### config.mk
export PLATFORM = sky130hd
export DESIGN_NAME = ptc_time_counter
export DESIGN_NICKNAME = d
export VERILOG_FILES = /design/src/rtl/ptc_pkg.sv /design/src/rtl/ptc_regs.sv /design/src/rtl/ptc_step_sel.sv /design/src/rtl/ptc_accum.sv /design/src/rtl/ptc_time_counter.sv
export SDC_FILE = /design/constraint.sdc
export NUM_CORES = 1
export LEC_CHECK = 0
export BUFFER_PORTS_ARGS = -buffer_cell sky130_fd_sc_hd__buf_2
export CAP_MARGIN = 20
export CORE_MARGIN = 1.5
export CORE_UTILIZATION = 25
export DETAILED_ROUTE_END_ITERATION = 6
export SLEW_MARGIN = 25
export SYNTH_ARGS = -nofsm -noshare
export SYNTH_HDL_FRONTEND = slang
export SYNTH_HIERARCHICAL = 1
export SYNTH_SLANG_ARGS = --single-unit
### constraint.sdc
create_clock -name clk -period 8.3 [get_ports clk]
set_clock_uncertainty 0.15 [all_clocks]
set_input_delay 0.415 -clock clk [delete_from_list [all_inputs] [get_ports clk]]
set_output_delay 0.415 -clock clk [all_outputs]
set_load 0.1 [all_outputs]
### src/rtl/ptc_pkg.sv
package ptc_pkg;
   localparam int ADDR_W = 3;

   localparam logic [ADDR_W-1:0] A_CTRL   = 3'd0;
   localparam logic [ADDR_W-1:0] A_TIME   = 3'd1;
   localparam logic [ADDR_W-1:0] A_INC    = 3'd2;
   localparam logic [ADDR_W-1:0] A_CORR   = 3'd3;
   localparam logic [ADDR_W-1:0] A_PERIOD = 3'd4;

   localparam int B_EN      = 0;
   localparam int B_FOLD    = 4;
   localparam int B_RESTART = 9;
   localparam int B_CAPTURE = 11;

   localparam int CORR_LSB  = 8;

   typedef struct packed {
      logic fold;
      logic en;
   } ptc_ctrl_t;
endpackage

### src/rtl/ptc_regs.sv
module ptc_regs
   import ptc_pkg::*;
#(
   parameter int DATA_W = 32,
   parameter int CNT_W  = 32,
   parameter int STEP_W = 7,
   parameter int CORR_W = 31
) (
   input  logic                clk,
   input  logic                rst_n,
   input  logic                wr_en,
   input  logic [ADDR_W-1:0]   wr_addr,
   input  logic [DATA_W-1:0]   wr_data,
   input  logic [ADDR_W-1:0]   rd_addr,
   input  logic [CNT_W-1:0]    snap_i,
   output logic [DATA_W-1:0]   rd_data,
   output ptc_ctrl_t           ctrl_o,
   output logic [STEP_W-1:0]   nom_step_o,
   output logic [STEP_W-1:0]   corr_step_o,
   output logic [CORR_W-1:0]   corr_int_o,
   output logic [CNT_W-1:0]    period_o,
   output logic                load_o,
   output logic [CNT_W-1:0]    load_val_o,
   output logic                restart_o,
   output logic                capture_o,
   output logic                corr_wr_o
);
   localparam int INC_TOP = CORR_LSB + STEP_W;

   generate
      if (STEP_W < 1 || STEP_W > CORR_LSB) begin : g_bad_step
         $error("ptc_regs: STEP_W must lie in 1..%0d", CORR_LSB);
      end
      if (DATA_W < INC_TOP || DATA_W < B_CAPTURE + 1) begin : g_bad_data
         $error("ptc_regs: DATA_W too narrow for the increment fields");
      end
      if (DATA_W < CNT_W || DATA_W < CORR_W) begin : g_bad_cnt
         $error("ptc_regs: DATA_W must cover CNT_W and CORR_W");
      end
   endgenerate

   ptc_ctrl_t          ctrl_q;
   logic [STEP_W-1:0]  nom_q, cs_q;
   logic [CORR_W-1:0]  k_q;
   logic [CNT_W-1:0]   per_q;

   logic wr_ctrl, wr_inc, wr_corr, wr_per;
   assign wr_ctrl = wr_en && (wr_addr == A_CTRL);
   assign wr_inc  = wr_en && (wr_addr == A_INC);
   assign wr_corr = wr_en && (wr_addr == A_CORR);
   assign wr_per  = wr_en && (wr_addr == A_PERIOD);

   always_ff @(posedge clk) begin
      if (!rst_n) begin
         ctrl_q <= '0;
         nom_q  <= '0;
         cs_q   <= '0;
         k_q    <= '0;
         per_q  <= '0;
      end else begin
         if (wr_ctrl) begin
            ctrl_q.en   <= wr_data[B_EN];
            ctrl_q.fold <= wr_data[B_FOLD];
         end
         if (wr_inc) begin
            nom_q <= wr_data[STEP_W-1:0];
            cs_q  <= wr_data[CORR_LSB +: STEP_W];
         end
         if (wr_corr) k_q   <= wr_data[CORR_W-1:0];
         if (wr_per)  per_q <= wr_data[CNT_W-1:0];
      end
   end

   assign ctrl_o      = ctrl_q;
   assign nom_step_o  = nom_q;
   assign corr_step_o = cs_q;
   assign corr_int_o  = k_q;
   assign period_o    = per_q;
   assign load_o      = wr_en && (wr_addr == A_TIME);
   assign load_val_o  = wr_data[CNT_W-1:0];
   assign restart_o   = wr_ctrl && wr_data[B_RESTART];
   assign capture_o   = wr_ctrl && wr_data[B_CAPTURE];
   assign corr_wr_o   = wr_corr;

   always_comb begin
      rd_data = '0;
      case (rd_addr)
         A_CTRL: begin
            rd_data[B_EN]   = ctrl_q.en;
            rd_data[B_FOLD] = ctrl_q.fold;
         end
         A_TIME:   rd_data[CNT_W-1:0] = snap_i;
         A_INC: begin
            rd_data[STEP_W-1:0]         = nom_q;
            rd_data[CORR_LSB +: STEP_W] = cs_q;
         end
         A_CORR:   rd_data[CORR_W-1:0] = k_q;
         A_PERIOD: rd_data[CNT_W-1:0]  = per_q;
         default:  rd_data = '0;
      endcase
   end

   // pulse bits never visible on readback
   p_pulse_bits_zero_r10: assert property (@(posedge clk) disable iff (!rst_n)
      (rd_addr == A_CTRL) |-> (!rd_data[B_RESTART] && !rd_data[B_CAPTURE]));

   // a register write is visible on the next cycle
   p_period_readback_r11: assert property (@(posedge clk) disable iff (!rst_n)
      wr_per |=> (per_q == $past(wr_data[CNT_W-1:0])));
endmodule

### src/rtl/ptc_step_sel.sv
module ptc_step_sel #(
   parameter int STEP_W = 7,
   parameter int CORR_W = 31
) (
   input  logic              clk,
   input  logic              rst_n,
   input  logic              advance_i,
   input  logic              clear_i,
   input  logic [STEP_W-1:0] nom_step_i,
   input  logic [STEP_W-1:0] corr_step_i,
   input  logic [CORR_W-1:0] corr_int_i,
   output logic [STEP_W-1:0] step_o,
   output logic              use_corr_o
);
   generate
      if (CORR_W < 1) begin : g_bad_corr
         $error("ptc_step_sel: CORR_W must be at least 1");
      end
   endgenerate

   logic [CORR_W-1:0] phase_q;
   logic              active;

   assign active     = (corr_int_i != '0) && (corr_step_i != '0);
   assign use_corr_o = active && (phase_q == corr_int_i);
   assign step_o     = use_corr_o ? corr_step_i : nom_step_i;

   always_ff @(posedge clk) begin
      if (!rst_n || clear_i) begin
         phase_q <= '0;
      end else if (advance_i) begin
         if (use_corr_o || !active) phase_q <= '0;
         else                       phase_q <= phase_q + 1'b1;
      end
   end

   // correction only when interval and step are both nonzero
   p_corr_gate_r5: assert property (@(posedge clk) disable iff (!rst_n)
      use_corr_o |-> ((corr_int_i != '0) && (corr_step_i != '0)));

   // phase never overruns the programmed interval
   p_phase_bound_r4: assert property (@(posedge clk) disable iff (!rst_n)
      phase_q <= corr_int_i);

   // two corrected cycles are never adjacent
   p_corr_spacing_r4: assert property (@(posedge clk) disable iff (!rst_n)
      (use_corr_o && advance_i) |=> !use_corr_o);
endmodule

### src/rtl/ptc_accum.sv
module ptc_accum #(
   parameter int CNT_W    = 32,
   parameter int STEP_W   = 7,
   parameter bit HAS_FOLD = 1'b1
) (
   input  logic              clk,
   input  logic              rst_n,
   input  logic              en_i,
   input  logic              fold_i,
   input  logic [CNT_W-1:0]  period_i,
   input  logic              load_i,
   input  logic [CNT_W-1:0]  load_val_i,
   input  logic              restart_i,
   input  logic              capture_i,
   input  logic [STEP_W-1:0] step_i,
   output logic [CNT_W-1:0]  count_o,
   output logic [CNT_W-1:0]  snap_o
);
   localparam int SUM_W = CNT_W + 1;

   generate
      if (CNT_W <= STEP_W) begin : g_bad_cnt
         $error("ptc_accum: CNT_W must exceed STEP_W");
      end
   endgenerate

   logic [CNT_W-1:0] cnt_q, snap_q, adv_w;
   logic [SUM_W-1:0] sum_w;

   assign sum_w = {1'b0, cnt_q} + SUM_W'(step_i);

   generate
      if (HAS_FOLD) begin : g_fold
         logic [SUM_W-1:0] per_x;
         logic [SUM_W-1:0] diff_w;
         assign per_x  = {1'b0, period_i};
         assign diff_w = sum_w - per_x;
         always_comb begin
            if (fold_i && (sum_w >= per_x)) adv_w = diff_w[CNT_W-1:0];
            else                            adv_w = sum_w[CNT_W-1:0];
         end

         // a folded count stays below the period
         p_fold_bound_r6: assert property (@(posedge clk) disable iff (!rst_n)
            (en_i && fold_i && !load_i && !restart_i &&
             (cnt_q < period_i) && (CNT_W'(step_i) <= period_i))
            |=> (cnt_q < $past(period_i)));
      end else begin : g_plain
         assign adv_w = sum_w[CNT_W-1:0];
      end
   endgenerate

   always_ff @(posedge clk) begin
      if (!rst_n || restart_i) cnt_q <= '0;
      else if (load_i)         cnt_q <= load_val_i;
      else if (en_i)           cnt_q <= adv_w;
   end

   always_ff @(posedge clk) begin
      if (!rst_n)         snap_q <= '0;
      else if (capture_i) snap_q <= cnt_q;
   end

   assign count_o = cnt_q;
   assign snap_o  = snap_q;

   p_restart_zero_r9: assert property (@(posedge clk) disable iff (!rst_n)
      restart_i |=> (cnt_q == '0));

   p_load_value_r8: assert property (@(posedge clk) disable iff (!rst_n)
      (load_i && !restart_i) |=> (cnt_q == $past(load_val_i)));

   p_hold_stopped_r2: assert property (@(posedge clk) disable iff (!rst_n)
      (!en_i && !load_i && !restart_i) |=> $stable(cnt_q));

   p_snapshot_r7: assert property (@(posedge clk) disable iff (!rst_n)
      capture_i |=> (snap_q == $past(cnt_q)));
endmodule

### src/rtl/ptc_time_counter.sv
module ptc_time_counter
   import ptc_pkg::*;
#(
   parameter int DATA_W   = 32,
   parameter int CNT_W    = 32,
   parameter int STEP_W   = 7,
   parameter int CORR_W   = 31,
   parameter bit HAS_FOLD = 1'b1
) (
   input  logic              clk,
   input  logic              rst_n,
   input  logic              wr_en,
   input  logic [2:0]        wr_addr,
   input  logic [DATA_W-1:0] wr_data,
   input  logic [2:0]        rd_addr,
   output logic [DATA_W-1:0] rd_data,
   output logic [CNT_W-1:0]  time_o
);
   ptc_ctrl_t          ctrl;
   logic [STEP_W-1:0]  nom_step, corr_step, step;
   logic [CORR_W-1:0]  corr_int;
   logic [CNT_W-1:0]   period, load_val, snap;
   logic               load, restart, capture, corr_wr, use_corr;
   logic               advance, phase_clr;

   assign advance   = ctrl.en && !load && !restart;
   assign phase_clr = restart || corr_wr;

   ptc_regs #(
      .DATA_W (DATA_W), .CNT_W (CNT_W), .STEP_W (STEP_W), .CORR_W (CORR_W)
   ) regs_i (
      .clk         (clk),
      .rst_n       (rst_n),
      .wr_en       (wr_en),
      .wr_addr     (wr_addr),
      .wr_data     (wr_data),
      .rd_addr     (rd_addr),
      .snap_i      (snap),
      .rd_data     (rd_data),
      .ctrl_o      (ctrl),
      .nom_step_o  (nom_step),
      .corr_step_o (corr_step),
      .corr_int_o  (corr_int),
      .period_o    (period),
      .load_o      (load),
      .load_val_o  (load_val),
      .restart_o   (restart),
      .capture_o   (capture),
      .corr_wr_o   (corr_wr)
   );

   ptc_step_sel #(
      .STEP_W (STEP_W), .CORR_W (CORR_W)
   ) step_i (
      .clk         (clk),
      .rst_n       (rst_n),
      .advance_i   (advance),
      .clear_i     (phase_clr),
      .nom_step_i  (nom_step),
      .corr_step_i (corr_step),
      .corr_int_i  (corr_int),
      .step_o      (step),
      .use_corr_o  (use_corr)
   );

   ptc_accum #(
      .CNT_W (CNT_W), .STEP_W (STEP_W), .HAS_FOLD (HAS_FOLD)
   ) accum_i (
      .clk        (clk),
      .rst_n      (rst_n),
      .en_i       (ctrl.en),
      .fold_i     (ctrl.fold),
      .period_i   (period),
      .load_i     (load),
      .load_val_i (load_val),
      .restart_i  (restart),
      .capture_i  (capture),
      .step_i     (step),
      .count_o    (time_o),
      .snap_o     (snap)
   );

   // an uncorrected advancing cycle adds the nominal step (no fold)
   p_nominal_step_r3: assert property (@(posedge clk) disable iff (!rst_n)
      (advance && !use_corr && !ctrl.fold) |=>
      (time_o == $past(time_o) + CNT_W'($past(nom_step))));
endmodule

======== Word-level counts from Yosys, hierarchy flattened ========
Index checks and enable logic that the tools add are counted.
storage, ports and cells
  logic and storage cells ................. 60
  bits in registers ....................... 174
  input port bits ......................... 41
  output and inout bits ................... 64
operators by class
  eq/ne operators ......................... 9
  multiplexer cells ....................... 13
  reductions and logical operators ........ 25
  $lt $le $gt $ge ......................... 1
  add/subtract/negate cells ............... 3
operator list
  cell                                                              number
  32-bit two-way mux                                                3
  16-bit one-hot mux with 3 select lines                            1
  32-bit by 7-bit adder with 33-bit output                          1
  33-bit by 32-bit >= comparator with 1-bit output                  1
  32-bit subtractor                                                 1
  31-bit by 1-bit adder with 31-bit output (second input constant)  1
  31-bit == test                                                    1
  31-bit two-way mux                                                1
  31-bit nonzero test                                               1
  7-bit one-hot mux with 4 select lines                             1
  3-bit by 2-bit == test with 1-bit output (second input constant)  4
  1-bit logical AND                                                 12
  3-bit one-hot mux with 4 select lines                             1
  1-bit one-hot mux with 5 select lines                             2
  2-bit one-hot mux with 4 select lines                             1
  7-bit two-way mux                                                 1
  7-bit nonzero test                                                1
  3-bit by 1-bit == test with 1-bit output (second input constant)  2
  3-bit == test (second input constant)                             2
  3-bit zero test                                                   2
  1-bit zero test                                                   4
  1-bit logical OR                                                  4
  1-bit one-hot mux with 3 select lines                             1
  1-bit one-hot mux with 2 select lines                             1
  2-bit nonzero test                                                1

======== Logic depth before layout (Yosys ltp) ========
  depth in word-level cells ............... 10
  depth in mapped cells ................... 29
  depth with buffers taken out ............ 25

======== By module ========
Netlist, hierarchy kept.
by module, submodules not included
  module            area an instance (um2)  seq. area each (um2)  times used  cells an instance
  ptc_accum         5627.9                  1281.2                1           727
  ptc_regs          3936.3                  1581.5                1           472
  ptc_step_sel      2019.4                  620.6                 1           240
  ptc_time_counter  13.8                    0.0                   1           2

======== Least setup slack after synthesis ========
No wires, ideal clock.
  path kind ............................... register to register
  start ................................... reg step_i.phase_q[13]
  end ..................................... reg accum_i.cnt_q[10], in the netlist accum_i/count_o[10]
  period minus slack after synthesis ...... 5.989 ns
  cell stages (with the launch flop) ...... 27
  library setup time ...................... 0.120 ns
  arrival ................................. 5.719 ns
  data required time ...................... 8.030 ns
  path buffers ............................ 3
  path slack .............................. 2.311 ns
  cell sequence ........................... dfxtp_1 xor2_1 nor4_1 nand4_1 or2_1 nor2b_2 buf_6 mux2_2 ha_1 inv_1 fa_1 nand2b_1 a21oi_1 o21ai_0 a211o_1 nor3_1 xor2_1 ha_1 and3_1 a221o_1 a221oi_1 o211ai_1 o31ai_1 buf_6 buf_6 nor2_1 a211o_1
between the ends
  longest elaborated chain between the ends .. 9
  elaborated cells between the ends (all ways) .. 10
  those cells by class .................... add/sub: 2; order compare: 1; eq/ne: 1; mux: 4; reduce/logical: 2
RTL lines
  what                                              RTL line                source
  start, declared                                   ptc_step_sel.sv:21      logic [CORR_W-1:0] phase_q;
  start signal, assigned                            ptc_step_sel.sv:33      else phase_q <= phase_q + 1'b1;
  31-bit == test *                                  ptc_step_sel.sv:25      assign use_corr_o = active && (phase_q == corr_int_i);
  1-bit logical AND *                               ptc_step_sel.sv:25
  named net use_corr                                ptc_time_counter.sv:23  logic load, restart, capture, corr_wr, use_corr;
  7-bit two-way mux *                               ptc_step_sel.sv:26      assign step_o = use_corr_o ? corr_step_i : nom_step_i;
  named net step[0]                                 ptc_time_counter.sv:20  logic [STEP_W-1:0] nom_step, corr_step, step;
  32-bit by 7-bit adder with 33-bit output *        ptc_accum.sv:30         assign sum_w = {1'b0, cnt_q} + SUM_W'(step_i);
  33-bit by 32-bit >= comparator with 1-bit output  ptc_accum.sv:39         if (fold_i && (sum_w >= per_x)) adv_w = diff_w[CNT_W-1:0];
  1-bit logical AND                                 ptc_accum.sv:39
  32-bit two-way mux *                              ptc_accum.sv:39
  32-bit two-way mux *                              ptc_accum.sv:56         else if (en_i) cnt_q <= adv_w;
  32-bit two-way mux *                              ptc_accum.sv:55         else if (load_i) cnt_q <= load_val_i;
  end signal, assigned                              ptc_accum.sv:55
  end signal, assigned                              ptc_accum.sv:56
  end, declared                                     ptc_accum.sv:27         logic [CNT_W-1:0] cnt_q, snap_q, adv_w;
The timed path passes the listed nets; every way through them passes the cells marked *. The select of a mux whose other input is x is not followed.
A chain may end at the register's enable or synchronous reset.

======== Worst setup path after layout ========
  start ................................... reg step_i.phase_q[16]
  end ..................................... reg accum_i.cnt_q[2], in the netlist accum_i/count_o[2]
Same word-level chain as after synthesis.

==> results.py <==
metrics = {
    "run_status": {
        "outcome": "complete, no violations",
    },
    "yosys": {
        "synth_nets": 1524,
        "postSynthAreaPerCell_um2": 8.05,
        "synth_ff_type": "dfxtp_1",
        "synth_edf_count": 0,
        "ys_seq_elements": 174,
        "async_flop_share_pct": 0,
        "ys_types": 89,
        "synth-warning-count": 6,
        "synthCells": 1441,
        "synth.cell_area_um2": 11600,
        "synth_seq_area_share_pct": 30.0,
    },
    "clocking": {
        "post_cts_buffers": 0,
        "htree_num_levels": 4,
        "clock_path_buffers": 2,
        "insertion_delay_ns": 0.45,
        "tritoncts": "yes",
        "cts_resized": 0,
        "root_buffer": "clkbuf_16",
        "cts.sinks": 174,
        "clkTransAtPathRegs_ns": 0.07,
        "cts_buffers": 17,
        "hold_buffers": 0,
    },
    "global_routing": {
        "grt_pass1_wl_mm": 59.8,
        "grt_pass1_vias": 9866,
        "grt_overflow": 0,
        "grt_start_max_net_pins": 84,
        "antenna_found_initial": 1,
        "grt_use_total_pct": 16.3,
    },
    "critical_path": {
        "rrSetupSlack_ns": 0.72,
        "path_max_fanout": 24,
        "critPathKind": "register to register",
        "arrival_ns": 7.73,
        "critPathRequiredTime_ns": 8.45,
        "crit_family": "compound AO/OA/AOI/OAI gates",
        "timing.rr.start": "step_i/phase_q[16]$_SDFFE_PP0P_",
        "crit_path_start": "step_i/phase_q[16]$_SDFFE_PP0P_",
        "cp-endpoint": "accum_i/count_o[2]$_SDFFE_PP0P_",
        "cpPeakStageDelay_ns": 0.89,
        "r2r-end": "accum_i/count_o[2]$_SDFFE_PP0P_",
        "cp-start-kind": "register",
        "crit_slowest_cell": "o31ai_4",
        "critical_path_depth": 27,
        "worstSetupEndpointType": "register",
        "rr_worst_depth": 27,
        "crit_buf_inv": 4,
    },
    "finish": {
        "area_delta_synth_final_pct": 11.9,
        "stdcell_area_um2": 13000,
        "drive_above_1_share_pct": 12.7,
        "n_antenna_cell": 0,
        "layout.nets": 1540,
        "final_cell_count_no_fill": 2070,
    },
    "place": {
        "gp_congestion": 0.935,
        "hpwlAfterDp_mm": 30.4,
        "place_area_um2": 12300,
        "placed_cells": 2038,
        "numPortBuffers": 104,
        "place_worst_setup_slack_ns": 0.928,
    },
    "min_path": {
        "holdCritStartpoint": "wr_data[24]",
        "min-delay-path-class": "input pin to register",
        "hold_path_depth": 3,
    },
    "floorplan": {
        "floorplan.rows": 78,
        "coreArea_um2": 45600,
        "io-pin-count": 105,
        "die-area_um2": 47700,
        "initial_core_util_pct": 25.4,
        "die_w_um": 218,
        "die_h_um": 218,
    },
    "timing": {
        "slew_headroom_pct": 32.2,
        "final_max_slew_viol_count": 0,
        "setup_viol": 0,
        "tns_ns": 0,
        "post-route-min-period_ns": 7.58,
        "rsz0062_at_grt": "no",
        "fmax_mhz": 132,
        "finalHoldViolations": 0,
        "tightest_slew_ns": 1.02,
        "fin_crit_sh_pct": 91.3,
        "setup_slack_ns": 0.721,
    },
    "detailed_routing": {
        "routedWlPerCell_um": 19.1,
        "drt_wl_total_mm": 39.5,
        "wl_met2_mm": 18.0,
        "drc": 0,
        "top_layer_used": "met4",
        "drtAntennaViolNets": 0,
        "vias": 10800,
        "wl_met3_mm": 2.54,
        "via_per_inst": 5.20,
        "first_pass_iters": 6,
        "met1_length_mm": 17.2,
        "drtIter0Drc": 1200,
    },
    "pwr": {
        "p_leak_nw": 5.11,
        "powerDensity_nw_per_um2": 168,
        "power_mw": 2.18,
        "vdd_drop_max_mv": 0.130,
    },
    "flow_run": {
        "maxCapViolCount": 0,
    },
}
layer usage:
metal / GRT usage (%) / vias up
met1: 21.4 / 5133
met5: 0 / -
met4: 7.86 / 0
met2: 25.5 / 396
met3: 3.13 / 83
li1: - / 5161
sequential cells by signal (all words and copies together) (netlist names):
register / flops
regs_i/corr_int_o: 31
accum_i/snap_o: 32
regs_i/corr_step_o: 7
accum_i/count_o: 32
regs_i/period_o: 32
step_i/phase_q: 31
regs_i/nom_step_o: 7
regs_i/ctrl_o: 2
power breakdown:
group | switching [mW] | internal (mW) | total (mW)
Sequential | 0.0198 | 0.847 | 0.867
Clock | 0.361 | 0.552 | 0.913
Combinational | 0.263 | 0.138 | 0.401
Total | 0.644 | 1.54 | 2.18
final cells by class:
class / count / area [um^2]
timing repair buffer: 116 / 616
sequential: 174 / 3480
multi-input combinational: 1090 / 7250
clock buffer: 19 / 453
fill: 4849 / 32600
inverter: 58 / 218
tap: 600 / 751
clock inverter: 13 / 210
worst min-delay path: stages:
cell     delay, ns
buf_2         0.12
nand2_1       0.05
o21ai_0       0.06
per-stage QoR:
step / hold slack (ns) / utilization [%]
finish: 0.103 / 28.5
global route: 0.0985 / 28.5
CTS: 0.0827 / 28.5
detailed placement: 0.322 / 27.0
global placement: 0.309 / 27.0
floorplan: 0.298 / -
Yosys cell counts (11+ instances only):
| cell type | number | area share [%] |
|---|---|---|
| a31oi_1 | 21 | 1.1 |
| and3_1 | 29 | 1.6 |
| a21boi_1 | 13 | 0.84 |
| clkbuf_1 | 46 | 1.5 |
| a21boi_0 | 23 | 1.5 |
| o22ai_1 | 18 | 0.97 |
| buf_2 | 21 | 0.91 |
| nor3_1 | 24 | 1.0 |
| nor2_1 | 96 | 3.1 |
| nor2b_1 | 41 | 2.2 |
| buf_6 | 11 | 1.1 |
| xnor2_1 | 45 | 3.4 |
| a21o_1 | 17 | 1.1 |
| inv_1 | 58 | 1.9 |
| a22oi_1 | 15 | 0.97 |
| and4_1 | 11 | 0.83 |
| mux2i_1 | 68 | 5.9 |
| ha_1 | 40 | 4.3 |
| o21ai_0 | 82 | 3.5 |
| xor2_1 | 60 | 4.5 |
| buf_4 | 34 | 2.2 |
| nand3_1 | 62 | 2.7 |
| o2bb2ai_1 | 17 | 1.3 |
| nand4_1 | 27 | 1.5 |
| dfxtp_1 | 174 | 30 |
| nor4_1 | 23 | 1.2 |
| a21oi_1 | 70 | 3.0 |
| nand2_1 | 146 | 4.7 |
kinds of logic (layout without fill, tap and decap cells):
family          after synthesis  in the layout  synth area share (%)
xor+xnor                    105            105                  7.93
flops                       174            174                  30.0
simple gates                513            513                  22.9
compound gates              353            353                  20.0
buf+inv                     177            206                  7.77
mux                          77             77                  6.74
fa+ha+maj                    42             42                  4.66
worst min path at each step:
stage	to	slack [ns]
finish	regs_i/corr_int_o[24]$_SDFFE_PN0P_	0.10
global route	regs_i/period_o[6]$_SDFFE_PN0P_	0.1
CTS	regs_i/period_o[1]$_SDFFE_PN0P_	0.08
detailed placement	regs_i/period_o[21]$_SDFFE_PN0P_	0.32
global placement	regs_i/period_o[12]$_SDFFE_PN0P_	0.31
floorplan	regs_i/period_o[10]$_SDFFE_PN0P_	0.30
placed cells by master, fill, tap and decap left out, types with 17 or more instances in the layout:
master     instances
a21boi_0          23
a21o_1            17
a21oi_1           70
a31oi_1           21
and3_1            29
buf_2            102
clkbuf_16         17
dfxtp_1          174
ha_1              40
inv_1             58
mux2i_1           68
nand2_1          146
nand3_1           62
nand4_1           27
nor2_1            96
nor2b_1           41
nor3_1            24
nor4_1            23
o21ai_0           82
o22ai_1           18
o2bb2ai_1         17
xnor2_1           45
xor2_1            60
Power figures use the tool's default switching activity.
